### config.mk
export PLATFORM = sky130hd
export DESIGN_NAME = fn_mux_gen
export DESIGN_NICKNAME = d
export VERILOG_FILES = /design/src/rtl/fmg_pkg.sv /design/src/rtl/fmg_cfg_reg.sv /design/src/rtl/fmg_var_split.sv /design/src/rtl/fmg_residue_sel.sv /design/src/rtl/fmg_mux_tree.sv /design/src/rtl/fn_mux_gen.sv
export SDC_FILE = /design/constraint.sdc
export NUM_CORES = 1
export LEC_CHECK = 0
export ABC_CLOCK_PERIOD_IN_PS = 1700
export CELL_PAD_IN_SITES_DETAIL_PLACEMENT = 1
export CELL_PAD_IN_SITES_GLOBAL_PLACEMENT = 2
export CORE_AREA = 2 2 58 60
export DETAILED_ROUTE_END_ITERATION = 10
export DIE_AREA = 0 0 60 62
export PLACE_DENSITY_LB_ADDON = 0.1
export SLEW_MARGIN = 20
export SYNTH_ARGS = -nofsm -noshare
export SYNTH_HDL_FRONTEND = slang
export SYNTH_HIERARCHICAL = 1
export SYNTH_SLANG_ARGS = --single-unit
export TNS_END_PERCENT = 5
### constraint.sdc
create_clock -name clk_i -period 1.7 [get_ports clk_i]
set_input_delay 0.34 -clock clk_i [delete_from_list [all_inputs] [get_ports clk_i]]
set_output_delay 0.34 -clock clk_i [all_outputs]
set_load 0.02 [all_outputs]
### src/rtl/fmg_pkg.sv
package fmg_pkg;
  typedef enum logic [1:0] {
    CODE_ZERO = 2'b00,
    CODE_ONE  = 2'b01,
    CODE_VAR  = 2'b10,
    CODE_NVAR = 2'b11
  } res_code_e;
  localparam int unsigned CODE_W = 2;
endpackage

### src/rtl/fmg_cfg_reg.sv
module fmg_cfg_reg #(
  parameter int unsigned CFG_W = 16
) (
  input  logic             clk_i,
  input  logic             rst_ni,
  input  logic             load_i,
  input  logic [CFG_W-1:0] word_i,
  output logic [CFG_W-1:0] cfg_o
);
  always_ff @(posedge clk_i or negedge rst_ni) begin
    if (!rst_ni)     cfg_o <= '0;
    else if (load_i) cfg_o <= word_i;
  end

  AST_CFG_LOAD: assert property (@(posedge clk_i) disable iff (!rst_ni)
    load_i |=> cfg_o == $past(word_i));
  AST_CFG_HOLD: assert property (@(posedge clk_i) disable iff (!rst_ni)
    !load_i |=> $stable(cfg_o));
endmodule

### src/rtl/fmg_var_split.sv
module fmg_var_split #(
  parameter int unsigned NVAR    = 4,
  parameter int unsigned RES_POS = NVAR - 1
) (
  input  logic [NVAR-1:0] var_i,
  output logic [NVAR-2:0] sel_o,
  output logic            res_o
);
  assign res_o = var_i[RES_POS];
  for (genvar j = 0; j < NVAR - 1; j++) begin : g_sel
    localparam int unsigned SRC = (j < RES_POS) ? j : j + 1;
    assign sel_o[j] = var_i[SRC];
  end
endmodule

### src/rtl/fmg_residue_sel.sv
module fmg_residue_sel
  import fmg_pkg::*;
(
  input  logic [CODE_W-1:0] code_i,
  input  logic              res_i,
  output logic              d_o
);
  always_comb begin
    unique case (res_code_e'(code_i))
      CODE_ZERO: d_o = 1'b0;
      CODE_ONE:  d_o = 1'b1;
      CODE_VAR:  d_o = res_i;
      CODE_NVAR: d_o = ~res_i;
      default:   d_o = 1'b0;
    endcase
  end
endmodule

### src/rtl/fmg_mux_tree.sv
module fmg_mux_tree #(
  parameter int unsigned NSEL = 3
) (
  input  logic [(1<<NSEL)-1:0] data_i,
  input  logic [NSEL-1:0]      sel_i,
  output logic                 y_o
);
  localparam int unsigned NIN = 1 << NSEL;
  localparam int unsigned NNODE = 2 * NIN - 1;

  logic [NNODE-1:0] stg;
  assign stg[NIN-1:0] = data_i;

  // level l starts at offset 2*NIN - 2*(NIN>>l); select bit l resolves index bit l
  for (genvar l = 0; l < NSEL; l++) begin : g_lvl
    localparam int unsigned OFF_IN  = 2 * NIN - 2 * (NIN >> l);
    localparam int unsigned OFF_OUT = 2 * NIN - 2 * (NIN >> (l + 1));
    for (genvar m = 0; m < (NIN >> (l + 1)); m++) begin : g_node
      assign stg[OFF_OUT+m] = sel_i[l] ? stg[OFF_IN+2*m+1] : stg[OFF_IN+2*m];
    end
  end

  assign y_o = stg[NNODE-1];
endmodule

### src/rtl/fn_mux_gen.sv
module fn_mux_gen
  import fmg_pkg::*;
#(
  parameter int unsigned NVAR    = 4,
  parameter int unsigned RES_POS = NVAR - 1
) (
  input  logic                                   clk_i,
  input  logic                                   rst_ni,
  input  logic                                   cfg_load_i,
  input  logic [(1<<(NVAR-1))*fmg_pkg::CODE_W-1:0] cfg_word_i,
  input  logic [NVAR-1:0]                        var_i,
  output logic                                   func_o
);
  localparam int unsigned NSEL  = NVAR - 1;
  localparam int unsigned NIN   = 1 << NSEL;
  localparam int unsigned CFG_W = NIN * CODE_W;

  logic [CFG_W-1:0] cfg_q;
  logic [NSEL-1:0]  sel_w;
  logic             res_w;
  logic [NIN-1:0]   data_w;

  fmg_cfg_reg #(.CFG_W(CFG_W)) u_cfg (
    .clk_i  (clk_i),
    .rst_ni (rst_ni),
    .load_i (cfg_load_i),
    .word_i (cfg_word_i),
    .cfg_o  (cfg_q)
  );

  fmg_var_split #(.NVAR(NVAR), .RES_POS(RES_POS)) u_split (
    .var_i (var_i),
    .sel_o (sel_w),
    .res_o (res_w)
  );

  for (genvar i = 0; i < NIN; i++) begin : g_res
    fmg_residue_sel u_rsel (
      .code_i (cfg_q[CODE_W*i +: CODE_W]),
      .res_i  (res_w),
      .d_o    (data_w[i])
    );
  end

  fmg_mux_tree #(.NSEL(NSEL)) u_tree (
    .data_i (data_w),
    .sel_i  (sel_w),
    .y_o    (y_w)
  );

  logic y_w;
  assign func_o = y_w;

  logic [CODE_W-1:0] cur_code;
  assign cur_code = cfg_q[CODE_W*sel_w +: CODE_W];

  AST_CODE_ZERO: assert property (@(posedge clk_i) disable iff (!rst_ni)
    cur_code == CODE_ZERO |-> !func_o);
  AST_CODE_ONE: assert property (@(posedge clk_i) disable iff (!rst_ni)
    cur_code == CODE_ONE |-> func_o);
  AST_CODE_VAR: assert property (@(posedge clk_i) disable iff (!rst_ni)
    cur_code == CODE_VAR |-> func_o == var_i[RES_POS]);
  AST_CODE_NVAR: assert property (@(posedge clk_i) disable iff (!rst_ni)
    cur_code == CODE_NVAR |-> func_o != var_i[RES_POS]);
endmodule

== Word-level counts from Yosys, hierarchy flattened ==
Cells that the tools add are included.
Storage, ports and cells
  input port bits: 23
  bits in registers: 16
  word-level logic and storage cells: 49
  output and inout bits: 1
Operators by class
  reduce and logical (&&, ||, !) cells: 8
  bitwise operators: 1
  multiplexer cells: 15
  equal/unequal tests: 24
Operators by type and width (count)
  == test 2 bit, second input constant: 16
  one-hot mux 1 bit (4 select lines): 8
  == test 2 x 1 -> 1 bit, second input constant: 8
  zero test 2 bit: 8
  two-way mux 1 bit: 7
  inverter 1 bit: 1

== Logic depth before layout (Yosys ltp) ==
Gate-level depths: netlist of the first run.
  word-level depth: 5
  mapped depth: 5
  mapped depth without buffers: 4

== Modules after synthesis ==
The synthesis of the first run kept the hierarchy.
By module, submodules not included
  fmg_cfg_reg: cells each 34, sequential area each 400.4 um^2, instances 1, area an instance 649.4 um^2
  fmg_residue_sel: cells each 2, sequential area each 0.0 um^2, instances 8, area an instance 12.5 um^2
  fmg_mux_tree: cells each 3, sequential area each 0.0 um^2, instances 1, area an instance 63.8 um^2
  fmg_var_split: cells each 4, sequential area each 0.0 um^2, instances 1, area an instance 30.0 um^2

== Worst setup path before layout of the first run ==
No wires, ideal clock.
  path type: input to output
  start: input port var_i[3]
  end: output port func_o
  required time: 1360 ps
  cell stages on the path: 5
  slack: -67 ps
  buffers on the path: 1
  arrival: 1427 ps
  cells stage by stage: buf_4 nand2_1 xnor2_1 mux4_1 mux2_2
Between the ends
  longest elaborated chain between the ends: 5
  elaborated cells on any way between the ends: 16
  classes of those cells: mux: 15; bitwise: 1
RTL lines
  start: declaration: RTL line fn_mux_gen.sv:11  | input logic [NVAR-1:0] var_i,
  inverter 1 bit: RTL line fmg_residue_sel.sv:13  | CODE_NVAR: d_o = ~res_i;
  one-hot mux 1 bit (4 select lines) *: RTL line fmg_residue_sel.sv:9  | unique case (res_code_e'(code_i))
  via data_w[3]: RTL line fn_mux_gen.sv:21  | logic [NIN-1:0] data_w;
  two-way mux 1 bit * (3 in series): RTL line fmg_mux_tree.sv:19  | assign stg[OFF_OUT+m] = sel_i[l] ? stg[OFF_IN+2*m+1] : stg[OFF_IN+2*m];
  end: declaration: RTL line fn_mux_gen.sv:12  | output logic func_o
Mark *: on every way through the listed nets, which the timed path passes. The rest lies on a longest branch.

== Worst setup path after layout of the first run ==
  start: register u_cfg.cfg_o[11]
  end: output port func_o
Between the ends
  longest elaborated chain between the ends: 5
  elaborated cells on any way between the ends: 8
  classes of those cells: eq/ne: 3; mux: 4; reduce/logical: 1
RTL lines
  start: declaration: RTL line fmg_cfg_reg.sv:8  | output logic [CFG_W-1:0] cfg_o
  start signal: assignment: RTL line fmg_cfg_reg.sv:12  | else if (load_i) cfg_o <= word_i;
  == test 2 bit, or another cell as far along: RTL line fmg_residue_sel.sv:9
  one-hot mux 1 bit (4 select lines) *: RTL line fmg_residue_sel.sv:9
  via data_w[5]: RTL line fn_mux_gen.sv:21
  two-way mux 1 bit * (3 in series): RTL line fmg_mux_tree.sv:19
Marked as above.

==> results of run 1 <==
-- worst max-delay path: stages (launching register included) --
cell and delay, ps:
dfrtp_1 370, nand2_2 60, xnor2_1 120, mux4_2 470
mux2_4 280, buf_6 130
-- per-layer routing --
metal,up-vias,GRT usage
li1,253,-
met1,257,0.1253
met2,12,0.1724
met3,2,0.01863
met4,0,0.04762
met5,-,0
-- stage by stage --
| step | std cells | cell area, sq um | hold slack [ps] | setup TNS (ps) | setup slack (ps) |
|---|---|---|---|---|---|
| 2_1_floorplan | 57 | 845.8 | 44.41 | 0 | 2.867 |
| 3_3_place_gp | 130 | 1156 | 507.9 | -1062 | -1062 |
| 3_5_place_dp | 130 | 1156 | 500.8 | -1088 | -1088 |
| 4_1_cts | 135 | 1205 | 356.9 | -403.1 | -403.1 |
| 5_1_grt | 135 | 1211 | 378.9 | -440.6 | -440.6 |
| 6_report | 135 | 1211 | 368.1 | -370.8 | -370.8 |
-- cell type report --
type,instances,area (sq um),share of cell area
flip-flops and latches,16,400.4,0.3306
clock buffers,4,36.28,0.02996
multi-input cells,35,387.9,0.3202
repair buffers,34,329.1,0.2717
well taps,46,57.56,0.04752
-- Yosys cell counts --
cell      n
dfrtp_1  16
mux2_4   10
nand2_1   8
xnor2_1   8
mux2_2    7
buf_4     4
mux4_1    2
buf_12    1
buf_6     1
-- power groups by stage --
stage	clock network, uW	logic [uW]	registers [uW]
4_1_cts	270	261	447
5_1_grt	283	278	451
3_3_place_gp	0	249	453
3_5_place_dp	0	254	454
2_1_floorplan	0	149	444
6_report	252	257	446
-- kinds of logic after synthesis --
| kind of cell | after synthesis | synth area share |
|---|---|---|
| xor+xnor | 8 | 0.08309 |
| buf+inv | 6 | 0.07270 |
| flops | 16 | 0.4748 |
| mux | 19 | 0.3338 |
| simple gates | 8 | 0.03561 |
-- repair_timing --
action | CTS | global route
gates resized for setup | 10 | 3
endpoints found under the setup margin | 1 | 1
buffers inserted | 1 | 0
pin swaps | 1 | 0
-- worst paths after layout --
kind | from | end
max in group asynchronous | rst_ni | u_cfg/cfg_o[1]$_DFFE_PN0P_
min reg2reg | u_cfg/cfg_o[2]$_DFFE_PN0P_ | u_cfg/cfg_o[2]$_DFFE_PN0P_
min in group clk_i | u_cfg/cfg_o[2]$_DFFE_PN0P_ | u_cfg/cfg_o[2]$_DFFE_PN0P_
min | rst_ni | u_cfg/cfg_o[9]$_DFFE_PN0P_
max | u_cfg/cfg_o[11]$_DFFE_PN0P_ | func_o
max reg2reg | u_cfg/cfg_o[11]$_DFFE_PN0P_ | u_cfg/cfg_o[11]$_DFFE_PN0P_
==> flow_metrics.tcl, run 1 <==
set metrics [dict create \
    status "finished with violations" \
    failed_checks "negative setup slack" \
    clock_skew_ps 0 \
    fin_util 0.3810 \
    synth_top_area_cell "dfrtp_1" \
    fin_crit_ps 2071 \
    core_sq_um 3179 \
    gp_congestion 0.6917 \
    reg2reg_slack_ps 690 \
    grt_max_degree 17 \
    drive_above_1_share 0.4382 \
    top_register "u_cfg/cfg_o" \
    largest_register_ffs 16 \
    final_cell_mix "clkdlybuf4s50_1, dfrtp_1, mux2_4, buf_4, xnor2_1" \
    num-fill-cells 350 \
    crit_arrival_ps 1730 \
    drv_slew 0 \
    cts_made_buffers 3 \
    leakagePower_uw 0.0005251 \
    design.die.area_sq_um 3720 \
    port_buffers 23 \
    via_per_inst 3.881 \
    cts-htree-levels 1 \
    grt_pass1_wl_um 2697 \
    p_clk_frac 0.264 \
    grt_antenna_before_repair 0 \
    track_usage 0.1015 \
    worst_pin_slew_ps 219.4 \
    p_sw_uw 225.8 \
    die_h_um 62 \
    pwr-share-seq 0.467 \
    path_class "reg2out" \
    final_common_cell "clkdlybuf4s50_1" \
    antenna_cells 0 \
    synth_cell_types 9 \
    drc 0 \
    dr_wl_met2_um 903 \
    reg_top3 "u_cfg/cfg_o: 16 flops" \
    yosys_warnings 6 \
    syn_inst 57 \
    grt_pass1_vias 606 \
    dp_hpwl_um 1282 \
    setup_slack_ps -370.8 \
    cts_buffer_depth 2 \
    critPathLaunchType "flip-flop" \
    crit_fanout 2 \
    setup_violations 1 \
    clk_root_buffer_cell "clkbuf_4" \
    comb_power_share 0.269 \
    io_pins 24 \
    cp.required_ps 1360 \
    path_clk_slew_ps 100 \
    start_util 0.2652 \
    via_count 524 \
    fmax_mhz 482.9 \
    dr_wl_met3_um 83 \
    ys_ff_latch 16 \
    syn-num-nets 80 \
    first_pass_iters 2 \
    m1WireLength_um 718 \
    endpoint_kind "output port" \
    vdd_drop_max_v 0.0003501 \
    synth_area_leaders "dfrtp_1, mux2_4, mux2_2" \
    die_x_um 60 \
    switching_share 0.2365 \
    reg2regPathDepth 3 \
    cts_sinks 16 \
    synth_area_sq_um 843.3 \
    yosys.area.top_type_share 0.4748 \
    cap_violations 0 \
    fin_crit_sh 1.218 \
    cts_hold_buffers 0 \
    grt.overflow.total 0 \
    cts_tree "yes" \
    nNetsFinal 113 \
    areaGrowthSynthToFinish_pct 43.62 \
    finalPower_uw 954.8 \
    clkLatencyLatePin_ps 280 \
    intPower_uw 728.9 \
    drt-total-wl_um 1714 \
    cellPowerDensity_nw_per_um2 788.3 \
    syn_area_per_cell_sq_um 14.79 \
    ant_nets 0 \
    rsz0062_at_grt "yes" \
    min_path_type "in2async" \
    hold_violations 0 \
    slew_headroom 0.8537 \
    wl_per_cell_um 12.70 \
    fp-row-count 21 \
    drt_iter0_drc 9 \
    routed.top_layer "met4" \
    yosysSeqAreaShare 0.4748 \
]
Note: power is estimated with default switching activity, not from simulation.
==> inputs of run 2 (changes only) <==
--- a/config.mk
+++ b/config.mk
@@ -5,12 +5,13 @@
 export SDC_FILE = /design/constraint.sdc
 export NUM_CORES = 1
 export LEC_CHECK = 0
+export ABC_AREA = 1
 export ABC_CLOCK_PERIOD_IN_PS = 1700
 export CELL_PAD_IN_SITES_DETAIL_PLACEMENT = 1
 export CELL_PAD_IN_SITES_GLOBAL_PLACEMENT = 2
-export CORE_AREA = 2 2 58 60
+export CORE_AREA = 2 2 69 71
 export DETAILED_ROUTE_END_ITERATION = 10
-export DIE_AREA = 0 0 60 62
+export DIE_AREA = 0 0 71 73
 export PLACE_DENSITY_LB_ADDON = 0.1
 export SLEW_MARGIN = 20
 export SYNTH_ARGS = -nofsm -noshare
==> run 2 against run 1 <==
Compared with the run above: the flow now finishes without violations; maximum frequency rose by 23%; cell area up 12%; sequential share of layout area is 3.6 points lower; highest routed layer unchanged.
==> flow_metrics.tcl, run 2 <==
set metrics [dict create \
    status "completed" \
    cts_tree "yes" \
    wl_per_cell_um 10.12 \
    synth_top_family_by_area "simple AND/OR/NAND/NOR gates" \
    setup_slack_ps 21.68 \
    place_area_sq_um 1267 \
    die_h_um 73 \
    crit_arrival_ps 1340 \
    yosys.area.top_type_share 0.4108 \
    first_pass_iters 2 \
    drc 0 \
    r2r_start "u_cfg/cfg_o[4]$_DFFE_PN0P_" \
    slew_headroom 0.7912 \
    synthMostInstantiatedCell "nand2_1" \
    gp_congestion 0.8082 \
    yosys.area_share.simple 0.4018 \
    drt-total-wl_um 2368 \
    critPathLaunchType "flip-flop" \
    fin_crit_sh 0.9872 \
    setup_violations 0 \
    yosys.area_share.adder 0 \
    leakagePower_uw 0.0007879 \
    worst_pin_slew_ps 312.2 \
    synth_cell_types 10 \
    cp-endpoint "func_o" \
    core_sq_um 4536 \
    reg2regPathDepth 3 \
    num-fill-cells 567 \
    yosysSeqAreaShare 0.4108 \
    io_pins 24 \
    grt_pass1_vias 981 \
    top_register "u_cfg/cfg_o" \
    fin_crit_ps 1678 \
    nNetsFinal 204 \
    grt_max_degree 17 \
    port_buffers 23 \
    drt_iter0_drc 16 \
    hold_violations 0 \
    cts-htree-levels 1 \
    drv_slew 0 \
    final_common_cell "nand2_1" \
    start_util 0.2149 \
    rr_endpoint "u_cfg/cfg_o[4]$_DFFE_PN0P_" \
    final_cell_mix "nand2_1, inv_1, clkdlybuf4s50_1, dfrtp_1" \
    synth_area_sq_um 974.7 \
    rsz0062_at_grt "yes" \
    grt.overflow.total 0 \
    critPathLaunch "u_cfg/cfg_o[7]$_DFFE_PN0P_" \
    cellPowerDensity_nw_per_um2 754.4 \
    fin_util 0.2993 \
    synthFlopType "dfrtp_1" \
    largest_register_ffs 16 \
    drive_above_1_share 0.1500 \
    muxShareOfSynthArea 0 \
    cts_sinks 16 \
    syn-num-nets 171 \
    endpoint_kind "output port" \
    synthXorXnorAreaFrac 0 \
    clkLatencyLatePin_ps 250 \
    cts_buffer_depth 2 \
    clk_root_buffer_cell "clkbuf_8" \
    syn_area_per_cell_sq_um 6.586 \
    fmax_mhz 595.8 \
    reg2reg_slack_ps 960 \
    syn_inst 148 \
    cts_hold_buffers 0 \
    ys_ff_latch 16 \
    dp_slack_ps -760.8 \
    path_class "reg2out" \
    crit_fanout 3 \
    synth_compound_area_frac 0 \
    design.die.area_sq_um 5183 \
    grt_pass1_wl_um 4153 \
    min_path_type "in2async" \
    finalPower_uw 1024 \
    vdd_drop_max_v 0.0002935 \
    clock_skew_ps 0 \
    synth-edff-count 0 \
    whs_ps 406.6 \
    path_clk_slew_ps 70 \
    synthTopCellsByCount "nand2_1, inv_1, dfrtp_1" \
    areaGrowthSynthToFinish_pct 39.28 \
    cap_violations 0 \
    antenna_cells 0 \
    reg_top3 "u_cfg/cfg_o: 16 flops" \
    synth_top_area_cell "dfrtp_1" \
    yosys_warnings 6 \
    ant_nets 0 \
    fin_area_sq_um 1358 \
    grt_antenna_before_repair 0 \
    dp_hpwl_um 1822 \
    die_x_um 71 \
    via_count 911 \
    fp-row-count 25 \
    async_reset_ff_frac 1.000 \
    via_per_inst 3.893 \
    track_usage 0.1010 \
    synth_area_leaders "dfrtp_1, nand2_1, inv_1" \
    cp.required_ps 1360 \
    cts_made_buffers 3 \
]
-- run 2: cell count changes in the layout (fill, tap and decap cells not counted), sizes merged, moves of 8 or more --
cell,before,now
nand2,8,85
inv,0,28
xnor2,8,0
nand3,0,12
mux2,17,0
-- run 2: cell families after synthesis --
logic type	after synthesis
simple gates	97
flops	16
buf+inv	35
-- run 2: worst min-delay path by stage --
| stage | end | slack, ps | cells after the start |
|---|---|---|---|
| CTS | u_cfg/cfg_o[12]$_DFFE_PN0P_ | 410 | 2 |
| finish | u_cfg/cfg_o[7]$_DFFE_PN0P_ | 410 | 2 |
| global placement | u_cfg/cfg_o[3]$_DFFE_PN0P_ | 480 | 2 |
| floorplan | u_cfg/cfg_o[0]$_DFFE_PN0P_ | 40 | 0 |
| global route | u_cfg/cfg_o[7]$_DFFE_PN0P_ | 430 | 2 |
| detailed placement | u_cfg/cfg_o[3]$_DFFE_PN0P_ | 490 | 2 |
-- run 2: through the flow --
stage,setup TNS [ps],instances
after CTS,0,231
after detailed placement,-760.8,227
after floorplan,0,148
final,0,234
after global placement,-757.1,227
after global routing,-93.11,234
-- run 2: cell type report --
| class | count | area [sq um] | area share |
|---|---|---|---|
| clock buffers | 4 | 55.05 | 0.04055 |
| inverters | 28 | 110.1 | 0.08111 |
| multi-input cells | 97 | 401.6 | 0.2959 |
| flip-flops and latches | 16 | 400.4 | 0.2949 |
| well taps | 54 | 67.56 | 0.04977 |
| repair buffers | 35 | 322.8 | 0.2378 |
-- run 2: worst max-delay path: stages (launching register included) --
cell     delay, ps
dfrtp_1        410
nand2_1         70
nand2_1         40
nand2_1         50
inv_1           40
inv_1           50
nand2_1         50
nand3_1         90
nand2_1         50
nand2_1         50
nand2_1         60
buf_6          130
-- run 2: per-layer routing --
layer	GRT usage	up-vias	routed length, um
li1	-	487	-
met1	0.1329	406	1160
met2	0.1578	14	1083
met3	0.02486	4	89
met4	0.04403	0	34
met5	0	-	0
-- run 2: power breakdown --
group / total (uW) / internal [uW] / switching [uW]
Clock: 344 / 206 / 138
Combinational: 238 / 125 / 114
Sequential: 442 / 415 / 27.0
Total: 1020 / 745 / 279
-- run 2: timing repair --
action | in CTS | in global routing
hold endpoints to repair | 0 | 0
endpoints found under the setup margin | 1 | 1
buffers inserted | 0 | 3
gates cloned | 0 | 0
resized for setup | 11 | 4
pin swaps | 0 | 4
